[config.mk]
export PLATFORM = sky130hd
export DESIGN_NAME = ae_hyst_ctrl
export DESIGN_NICKNAME = d
export VERILOG_FILES = /design/src/rtl/ae_pkg.sv /design/src/rtl/ae_cfg_regs.sv /design/src/rtl/ae_pace.sv /design/src/rtl/ae_err_calc.sv /design/src/rtl/ae_step.sv /design/src/rtl/ae_hyst_ctrl.sv
export SDC_FILE = /design/constraint.sdc
export NUM_CORES = 1
export LEC_CHECK = 0
export ABC_AREA = 0
export BUFFER_PORTS_ARGS = -buffer_cell sky130_fd_sc_hd__clkbuf_2
export CORE_MARGIN = 1.5
export CORE_UTILIZATION = 30
export CTS_CLUSTER_DIAMETER = 50
export CTS_CLUSTER_SIZE = 12
export DETAILED_ROUTE_END_ITERATION = 6
export GPL_ROUTABILITY_DRIVEN = 0
export GPL_TIMING_DRIVEN = 0
export SYNTH_ARGS = -nofsm -noshare
export SYNTH_HDL_FRONTEND = slang
export SYNTH_SLANG_ARGS = --single-unit
[constraint.sdc]
create_clock -name clk -period 45.6 [get_ports clk]
set_input_delay 4.56 -clock clk [delete_from_list [all_inputs] [get_ports clk]]
set_output_delay 4.56 -clock clk [all_outputs]
set_load 0.02 [all_outputs]
[src/rtl/ae_pkg.sv]
// Package: shared types and reset values for the auto-exposure controller.
// Assumes all fixed-point configuration fields are unsigned 8.8.
package ae_pkg;

    typedef enum logic {
        ST_IDLE    = 1'b0,
        ST_CORRECT = 1'b1
    } ae_state_e;

    typedef enum logic [2:0] {
        SEL_TARGET = 3'd0,
        SEL_HYST   = 3'd1,
        SEL_TOL    = 3'd2,
        SEL_ESCALE = 3'd3,
        SEL_GDIV   = 3'd4,
        SEL_PERIOD = 3'd5
    } ae_sel_e;

    typedef struct packed {
        logic [7:0]  target;
        logic [15:0] hyst;
        logic [15:0] tol;
        logic [15:0] exp_scale;
        logic [15:0] gain_div;
        logic [15:0] period;
    } ae_cfg_t;

    localparam logic [7:0]  RST_TARGET = 8'd105;
    localparam logic [15:0] RST_HYST   = 16'h0300;
    localparam logic [15:0] RST_TOL    = 16'h0100;
    localparam logic [15:0] RST_ESCALE = 16'h6400;
    localparam logic [15:0] RST_GDIV   = 16'h0400;
    localparam logic [15:0] RST_PERIOD = 16'd3000;

endpackage

[src/rtl/ae_cfg_regs.sv]
// Module: configuration store for the controller.
// Holds six registers loaded by a one-cycle write strobe. Unused select
// codes are dropped. Assumes the writer holds data stable for the strobe.
module ae_cfg_regs
    import ae_pkg::*;
(
    input  logic        clk,
    input  logic        rst_n,
    input  logic        wr,
    input  logic [2:0]  sel,
    input  logic [15:0] wdata,
    output ae_cfg_t     cfg
);

    // Load the selected register, or restore the reset values.
    always_ff @(posedge clk) begin
        if (!rst_n) begin
            cfg.target    <= RST_TARGET;
            cfg.hyst      <= RST_HYST;
            cfg.tol       <= RST_TOL;
            cfg.exp_scale <= RST_ESCALE;
            cfg.gain_div  <= RST_GDIV;
            cfg.period    <= RST_PERIOD;
        end else if (wr) begin
            case (sel)
                SEL_TARGET: cfg.target    <= wdata[7:0];
                SEL_HYST:   cfg.hyst      <= wdata;
                SEL_TOL:    cfg.tol       <= wdata;
                SEL_ESCALE: cfg.exp_scale <= wdata;
                SEL_GDIV:   cfg.gain_div  <= wdata;
                SEL_PERIOD: cfg.period    <= wdata;
                default:    ;
            endcase
        end
    end

endmodule

[src/rtl/ae_pace.sv]
// Module: evaluation pacing counter.
// Counts cycles since the last evaluation and saturates at the period.
// An evaluation restarts the count from zero.
// Assumes that the period only shrinks, or changes while the count is low.
module ae_pace #(
    parameter int CNT_W = 16
) (
    input  logic             clk,
    input  logic             rst_n,
    input  logic [CNT_W-1:0] period,
    input  logic             restart,
    output logic             expired
);

    logic [CNT_W-1:0] cnt_q;

    // Advance the saturating count, or clear it on an evaluation.
    always_ff @(posedge clk) begin
        if (!rst_n || restart) begin
            cnt_q <= '0;
        end else if (cnt_q < period) begin
            cnt_q <= cnt_q + 1'b1;
        end
    end

    // The window is open once the count has reached the period.
    always_comb expired = (cnt_q >= period);

endmodule

[src/rtl/ae_err_calc.sv]
// Module: error magnitude and threshold compare.
// Forms target minus luma, its sign and magnitude, and compares the
// magnitude, as 8.8, against the hysteresis and tolerance bands.
module ae_err_calc (
    input  logic [7:0]  target,
    input  logic [7:0]  luma,
    input  logic [15:0] hyst,
    input  logic [15:0] tol,
    output logic        dir_up,
    output logic [7:0]  err_mag,
    output logic        over_hyst,
    output logic        within_tol
);

    logic [8:0]  diff;
    logic [8:0]  mag9;
    logic [15:0] mag_fx;

    // Signed difference, then its magnitude.
    always_comb begin
        diff    = {1'b0, target} - {1'b0, luma};
        dir_up  = ~diff[8];
        mag9    = diff[8] ? (9'd0 - diff) : diff;
        err_mag = mag9[7:0];
    end

    // Band compares on the 8.8 magnitude.
    always_comb begin
        mag_fx     = {err_mag, 8'h00};
        over_hyst  = (mag_fx > hyst);
        within_tol = (mag_fx <= tol);
    end

endmodule

[src/rtl/ae_step.sv]
// Module: next exposure and gain values for one correction step.
// Moves exposure first, and moves gain only when exposure is already
// at the limit in the wanted direction. Every result saturates.
// Purely combinational. Assumes a nonzero error magnitude.
module ae_step #(
    parameter int EXP_W    = 16,
    parameter int EXP_MIN  = 1,
    parameter int EXP_MAX  = 4000,
    parameter int GAIN_W   = 10,
    parameter int GAIN_MIN = 16,
    parameter int GAIN_MAX = 1023
) (
    input  logic              dir_up,
    input  logic [7:0]        err_mag,
    input  logic [15:0]       exp_scale,
    input  logic [15:0]       gain_div,
    input  logic [EXP_W-1:0]  exp_cur,
    input  logic [GAIN_W-1:0] gain_cur,
    output logic [EXP_W-1:0]  exp_nxt,
    output logic [GAIN_W-1:0] gain_nxt
);

    localparam int PROD_W = 24;
    localparam logic [31:0] EMIN = 32'(EXP_MIN);
    localparam logic [31:0] EMAX = 32'(EXP_MAX);
    localparam logic [31:0] GMIN = 32'(GAIN_MIN);
    localparam logic [31:0] GMAX = 32'(GAIN_MAX);

    logic [PROD_W-1:0] prod;
    logic [15:0]       e_step;
    logic [15:0]       g_num;
    logic [15:0]       g_quo;
    logic [15:0]       g_step;
    logic [31:0]       e_wide;
    logic [31:0]       g_wide;
    logic              e_pinned;

    // Exposure step: magnitude times the 8.8 scale, at least one.
    always_comb begin
        prod   = PROD_W'(err_mag) * PROD_W'(exp_scale);
        e_step = 16'(prod >> 8);
        if (e_step == 16'd0) e_step = 16'd1;
    end

    // Gain step: magnitude over the 8.8 divisor, at least one.
    always_comb begin
        g_num  = {err_mag, 8'h00};
        g_quo  = (gain_div == 16'd0) ? 16'hFFFF : (g_num / gain_div);
        g_step = (g_quo == 16'd0) ? 16'd1 : g_quo;
    end

    // Exposure is pinned when it already sits at the limit it heads for.
    always_comb begin
        e_wide   = 32'(exp_cur);
        g_wide   = 32'(gain_cur);
        e_pinned = dir_up ? (e_wide >= EMAX) : (e_wide <= EMIN);
    end

    // Choose which value moves, and clamp it to its range.
    always_comb begin
        exp_nxt  = exp_cur;
        gain_nxt = gain_cur;
        if (!e_pinned) begin
            if (dir_up) begin
                exp_nxt = (e_wide + 32'(e_step) > EMAX) ? EXP_W'(EMAX)
                                                        : EXP_W'(e_wide + 32'(e_step));
            end else begin
                exp_nxt = (e_wide < EMIN + 32'(e_step)) ? EXP_W'(EMIN)
                                                        : EXP_W'(e_wide - 32'(e_step));
            end
        end else begin
            if (dir_up) begin
                gain_nxt = (g_wide + 32'(g_step) > GMAX) ? GAIN_W'(GMAX)
                                                         : GAIN_W'(g_wide + 32'(g_step));
            end else begin
                gain_nxt = (g_wide < GMIN + 32'(g_step)) ? GAIN_W'(GMIN)
                                                         : GAIN_W'(g_wide - 32'(g_step));
            end
        end
    end

endmodule

[src/rtl/ae_hyst_ctrl.sv]
// Module: top of the hysteretic auto-exposure controller.
// Evaluates each paced, enabled statistic strobe. It starts a correction
// when the error leaves the hysteresis band and ends it once the error is
// inside the tolerance band. It registers exposure, gain and the state.
// Assumes stat_vld is a single-cycle strobe per frame.
module ae_hyst_ctrl
    import ae_pkg::*;
#(
    parameter int EXP_W     = 16,
    parameter int EXP_MIN   = 1,
    parameter int EXP_MAX   = 4000,
    parameter int EXP_INIT  = 1000,
    parameter int GAIN_W    = 10,
    parameter int GAIN_MIN  = 16,
    parameter int GAIN_MAX  = 1023,
    parameter int GAIN_INIT = 64
) (
    input  logic              clk,
    input  logic              rst_n,
    input  logic              en,
    input  logic              stat_vld,
    input  logic [7:0]        avg_luma,
    input  logic              cfg_wr,
    input  logic [2:0]        cfg_sel,
    input  logic [15:0]       cfg_wdata,
    output logic [EXP_W-1:0]  exposure,
    output logic [GAIN_W-1:0] gain,
    output logic              busy
);

    ae_cfg_t           cfg;
    ae_state_e         state_q;
    logic              expired;
    logic              eval;
    logic              dir_up;
    logic [7:0]        err_mag;
    logic              over_hyst;
    logic              within_tol;
    logic [EXP_W-1:0]  exp_nxt;
    logic [GAIN_W-1:0] gain_nxt;

    ae_cfg_regs u_cfg (
        .clk   (clk),
        .rst_n (rst_n),
        .wr    (cfg_wr),
        .sel   (cfg_sel),
        .wdata (cfg_wdata),
        .cfg   (cfg)
    );

    ae_pace #(.CNT_W(16)) u_pace (
        .clk     (clk),
        .rst_n   (rst_n),
        .period  (cfg.period),
        .restart (eval),
        .expired (expired)
    );

    ae_err_calc u_err (
        .target     (cfg.target),
        .luma       (avg_luma),
        .hyst       (cfg.hyst),
        .tol        (cfg.tol),
        .dir_up     (dir_up),
        .err_mag    (err_mag),
        .over_hyst  (over_hyst),
        .within_tol (within_tol)
    );

    ae_step #(
        .EXP_W    (EXP_W),
        .EXP_MIN  (EXP_MIN),
        .EXP_MAX  (EXP_MAX),
        .GAIN_W   (GAIN_W),
        .GAIN_MIN (GAIN_MIN),
        .GAIN_MAX (GAIN_MAX)
    ) u_step (
        .dir_up    (dir_up),
        .err_mag   (err_mag),
        .exp_scale (cfg.exp_scale),
        .gain_div  (cfg.gain_div),
        .exp_cur   (exposure),
        .gain_cur  (gain),
        .exp_nxt   (exp_nxt),
        .gain_nxt  (gain_nxt)
    );

    // An evaluation needs enable, a fresh statistic and an open window.
    always_comb eval = en && stat_vld && expired;

    // State and output registers: start, continue or finish a correction.
    always_ff @(posedge clk) begin
        if (!rst_n) begin
            state_q  <= ST_IDLE;
            exposure <= EXP_W'(EXP_INIT);
            gain     <= GAIN_W'(GAIN_INIT);
        end else if (!en) begin
            state_q <= ST_IDLE;
        end else if (eval) begin
            case (state_q)
                ST_IDLE: begin
                    if (over_hyst) begin
                        state_q  <= ST_CORRECT;
                        exposure <= exp_nxt;
                        gain     <= gain_nxt;
                    end
                end
                ST_CORRECT: begin
                    if (within_tol) begin
                        state_q <= ST_IDLE;
                    end else begin
                        exposure <= exp_nxt;
                        gain     <= gain_nxt;
                    end
                end
                default: state_q <= ST_IDLE;
            endcase
        end
    end

    // Busy mirrors the correcting state.
    always_comb busy = (state_q == ST_CORRECT);

endmodule

Word level (Yosys, flattened, before mapping)
Cells that the tools add are included.
Widths: inputs -> output; s select.
Cells by class
  div/mod/pow operators: 1
  equality and inequality tests: 7
  mux-type cells: 22
  bitwise operators: 1
  magnitude comparators: 10
  multipliers: 1
  add/sub/neg operators: 9
  reduce and logical (&&, ||, !) cells: 16
Operators by type and width (number)
  $mux 16: 9
  $mux 10: 6
  $logic_not 16->1: 3
  $gt 32x10->1 const B: 1
  $gt 32x12->1 const B: 1
  $lt 10x32->1: 1
  $lt 16x32->1: 1
  $pmux 16 s2: 1
  $mul 8x16->24: 1
  $pmux 10 s2: 1
  $add 1x16->17 const A: 1
  $add 10x16->17: 1
  $add 16x16->17: 1
  $add 5x16->17 const A: 1
  $add 16x1->16 const B: 1
  $div 16x16->16: 1
  $ge 16x12->1 const B: 1
  $ge 16x16->1: 1
  $gt 16x16->1: 1
  $le 16x1->1 const B: 1
  $le 16x16->1: 1
  $lt 16x16->1: 1
  $sub 16x16->16: 1
  $reduce_and 2->1: 7
  other kinds (16): 22
Word-level totals
  bits in registers: 131

Depth between registers and ports, before layout
  word-level depth: 14
  mapped depth: 172

Hierarchy
Synthesis repeated with hierarchy kept, for this count alone.
Second synthesis, totals
  cell total of the unflattened synthesis: 2787
  area, all modules: 21420.5 um2
Modules (own cells, without submodules)
  ae_step: sequential area each 0.0 um2, instances 1, cells an instance 2068, area each 14767.9 um2
  ae_cfg_regs: sequential area each 1761.7 um2, instances 1, cells an instance 325, area each 3377.0 um2
  ae_pace: sequential area each 320.3 um2, instances 1, cells an instance 145, area each 1193.6 um2
  ae_hyst_ctrl: sequential area each 540.5 um2, instances 1, cells an instance 120, area each 1152.4 um2
  ae_err_calc: sequential area each 0.0 um2, instances 1, cells an instance 129, area each 929.6 um2

Least setup slack after synthesis
No wires, ideal clock.
  kind: input port to flip-flop
  start point: input avg_luma[0]
  end point: register gain[2]
  path slack: 9585 ps
  setup time: 116 ps
  stages: 157
  data required time: 45484 ps
  arrival: 35898 ps
  path buffers: 15
  path through: ha_1 -> inv_1 -> fa_1 -> buf_2 -> a21o_1 -> a211oi_1 -> o21ai_0 -> a311oi_1 -> a41oi_1 -> xnor2_1 -> clkbuf_1 -> ha_1 -> and2_1 -> nor2_1 -> ha_1 -> o21a_1 -> nor2_1 -> or3_1 -> [121 not listed] -> o21ai_0 -> nand3_1 -> a21oi_1 -> o21ai_0 -> ha_1 -> fa_1 -> a21oi_1 -> nor2_1 -> o21bai_1 -> a21oi_1 -> nand3_1 -> a31oi_1 -> or4_1 -> nand2_1 -> and2_1 -> clkbuf_1 -> o221ai_1 -> o211a_1
On the way
  longest elaborated chain between the ends: 14
  elaborated cells between the ends (all ways): 25
RTL lines
  start, declared: line ae_hyst_ctrl.sv:22  | input logic [7:0] avg_luma,
  $sub 8x8->9 *: line ae_err_calc.sv:21  | diff = {1'b0, target} - {1'b0, luma};
  $sub 1x8->8: line ae_err_calc.sv:23  | mag9 = diff[8] ? (9'd0 - diff) : diff;
  $mux 8: line ae_err_calc.sv:23
  $div 16x16->16: line ae_step.sv:48  | g_quo = (gain_div == 16'd0) ? 16'hFFFF : (g_num / gain_div);
  $mux 16: line ae_step.sv:48
  $logic_not 16->1: line ae_step.sv:49  | g_step = (g_quo == 16'd0) ? 16'd1 : g_quo;
  $mux 16: line ae_step.sv:49
  $add 10x16->17 or $add 5x16->17 (tied branches): line ae_step.sv:73, ae_step.sv:76
  $gt 32x10->1 or $lt 10x32->1 (tied branches): line ae_step.sv:73, ae_step.sv:76
  $mux 10 (on tied branches): line ae_step.sv:73, ae_step.sv:76
  $mux 10: line ae_step.sv:72  | if (dir_up) begin
  $mux 10: line ae_step.sv:63  | if (!e_pinned) begin
  $mux 10 (on tied branches): line ae_hyst_ctrl.sv:109, ae_hyst_ctrl.sv:102
  $pmux 10 s2: line ae_hyst_ctrl.sv:100  | case (state_q)
  end signal, assigned: line ae_hyst_ctrl.sv:96  | gain <= GAIN_W'(GAIN_INIT);
  end signal, assigned: line ae_hyst_ctrl.sv:105  | gain <= gain_nxt;
  end signal, assigned: line ae_hyst_ctrl.sv:113  | gain <= gain_nxt;
  end, declared: line ae_hyst_ctrl.sv:27  | output logic [GAIN_W-1:0] gain,
Mark *: on every way between the ends. The rest lies on a longest branch, timed or not. The select of a mux whose other input is x is not followed.
A chain may end at the register's enable or synchronous reset.

Worst setup path after layout
Ends and elaborated chain as after synthesis.

==> results.cfg <==
[critical_path]
arrival_ps = 43070
cp-start-kind = input pin
crit_buf_inv = 19
worst_ep_required_time_ps = 45960
crit_path_end_kind = register
slowest_delay_ps = 830
critPathMaxFanout = 12
path_class = input pin to register
r2r-end = gain[2]
crit_top_cell = a21oi_1
critPathTopFamily = compound AO/OA/AOI/OAI gates
rr_worst_depth = 159
rr_startpoint = u_cfg.cfg[80]
rrSetupSlack_ps = 6730
critPathSlowestCell = o31ai_1

[hold_path]
hp-start = u_cfg.cfg[78]
whs_path_depth = 2
hold_path_end = u_cfg.cfg[78]
worstHoldPathType = register to register

[yosys]
netlist_instances = 2802
ys_warn_count = 0
synth_edf_count = 0
yosys.area.top_type = ha_1
synth.top_cells.by_area = ha_1, dfxtp_1, fa_1, nand2_1, a21oi_1
syn_nets = 3210
synth_top_area_share_pct = 17.2
ys_seq_area_share_pct = 12.6
synthFlopType = dfxtp_1
synth-seq-cells = 131
async_reset_ff_share_pct = 0
synthDistinctLibCells = 102
netlist_area_sq_um = 20800
avgSynthCellArea_sq_um = 7.43

[final_layout]
utilization_pct = 33.4
final_cell_mix = nand2_1, ha_1, a21oi_1
n_fill_cell = 7438
instances_no_fill = 3822
final_nets = 3286
final_common_cell = nand2_1
multi_input_area_sq_um = 16900
diodes = 0
seqCellArea_sq_um = 2620
drive_above_1_share_pct = 7.23
stdcell_area_sq_um = 22900
syn_to_final_growth_pct = 10.1

[placed_design]
post-place-cells = 3790
io_buffer_count = 57
dpl_cell_area_sq_um = 22300
place.detailed.hpwl_microns = 51500
place_worst_setup_slack_ps = 536

[clocking]
cts_sinks = 131
htree_levels = 4
cts-root-buf = clkbuf_16
insertion_delay_ps = 470
cts.clk_slew.worst_paths_ps = 70
cts_made_buffers = 17
cts_buffer_depth = 2
cts_tree = built
cts_setup_buffers = 0

[timing]
finalCriticalPeriod_ps = 42710
setup_viol = 0
hold_viol = 0
setup_ws_ps = 2890
worst_pin_slew_ps = 990
clock.fmax_mhz = 23.4
fin_skew_ps = 18.4
maxSlewHeadroom_pct = 33.5
final-max-slew-violation-count = 0
finalCritPeriodShare_pct = 93.7

[global_route]
grt_max_degree = 20
antenna_found_initial = 0
gr-total-overflow = 0
grt_use_total_pct = 18.2
grt_pass1_vias = 18800
grt_pass1_wl_microns = 103000

[die]
die_height_microns = 266
die-area_sq_um = 71000
pin_count = 59
initial_core_util_pct = 30.3
die_w_microns = 266
core_sq_um = 68700
row_count = 96

[routing]
ant_nets = 0
drt-total-wl_microns = 64900
detail_route.iter0.violations = 1485
vias = 20100
wl_per_cell_microns = 17.0
via_per_inst = 5.27
drc = 0
drtPass1Iterations = 5

[run]
cap_violations = 0

[run_status]
status = finished, final reports clean
## area by class of cell
class                      instances  share of cell area, %
sequential                       131                   11.4
inverter                         242                   3.96
clock inverter                    15                  0.769
clock buffer                      17                   1.85
multi-input combinational       2332                   73.9
timing repair buffer              58                   1.27
buffer                            96                   1.75
tap                              931                   5.08
## per-stage QoR
| step | setup TNS [ps] | hold slack, ps |
|---|---|---|
| after floorplan | 0 | 436 |
| after global placement | 0 | 443 |
| after detailed placement | 0 | 447 |
| after CTS | 0 | 457 |
| after global routing | -229 | 475 |
| final | 0 | 456 |
## per-layer routing
metal | global-route usage (%) | share of wire [%] | wire length [microns] | vias up
met2 | 28.3 | 43 | 28100 | 521
met5 | 0 | 0 | 0 | -
met3 | 2.35 | 5.5 | 3600 | 96
met1 | 25.9 | 48 | 31500 | 9501
met4 | 5.76 | 2.7 | 1750 | 0
li1 | - | - | - | 10000
## cells by family after synthesis
group	Yosys count	synth area share [%]
AOI/OAI and AO/OA	744	23.8
xor gates and xnor gates	146	6.23
adders and majority gates	376	25.8
buffers and inverters	339	6.27
DFF	131	12.6
muxes	37	1.93
and+or+nand+nor	1029	23.4
## worst register-to-register path: cells and delay by family (launching register included)
family	cells	cell delay, ps
muxes	5	1750
xor gates and xnor gates	1	260
buffers and inverters	19	5890
AOI/OAI and AO/OA	77	17640
adders and majority gates	20	6580
and+or+nand+nor	37	6320
DFF	1	300
## Yosys cell counts (6+ instances only)
library cell / number
buf_2: 11
o21ai_0: 116
xor2_1: 49
a31oi_1: 29
or3_1: 24
o31a_1: 9
a211o_1: 10
a21boi_0: 9
o31ai_1: 17
o21ai_1: 11
o2111ai_1: 7
nor2b_1: 39
and3_1: 17
nand4_1: 23
and2_1: 69
a311oi_1: 8
a41oi_1: 9
dfxtp_1: 131
buf_1: 14
nand3_1: 62
fa_1: 89
o21a_1: 35
mux2_2: 26
nand2b_1: 30
a211oi_1: 14
mux2i_1: 11
a311o_1: 6
nor4_1: 23
a21o_1: 67
and4_1: 7
xnor2_1: 96
ha_1: 287
o21bai_1: 19
o211ai_1: 33
a21oi_1: 251
or2_2: 19
nor2_1: 201
nand2_1: 417
inv_1: 239
a31o_2: 11
nor3_1: 61
clkbuf_1: 69
## how the worst max path moves through the flow
stage,slack (ps),depth (start not counted),end,from
2_1_floorplan,9590,157,gain[2],avg_luma[0]
3_3_place_gp,600,160,gain[2],avg_luma[0]
3_5_place_dp,540,159,gain[2],avg_luma[0]
4_1_cts,920,159,gain[2],avg_luma[0]
5_1_grt,-90,159,gain[2],avg_luma[0]
6_report,2890,159,gain[2],avg_luma[0]
## registers in the layout, summed over array words and instances (netlist names)
| register | cells |
|---|---|
| u_cfg.cfg | 88 |
| exposure | 16 |
| u_pace.cnt_q | 16 |
| gain | 10 |
| busy | 1 |
## what timing repair did
action,CTS,global route
setup endpoints to repair,0,10
resized for setup,0,21
hold buffers,0,0
endpoints found under the hold margin,0,0
Power is left out: the tool's default activity adds up to more than one toggle a clock period on the data nets, which glitch-free logic cannot reach.
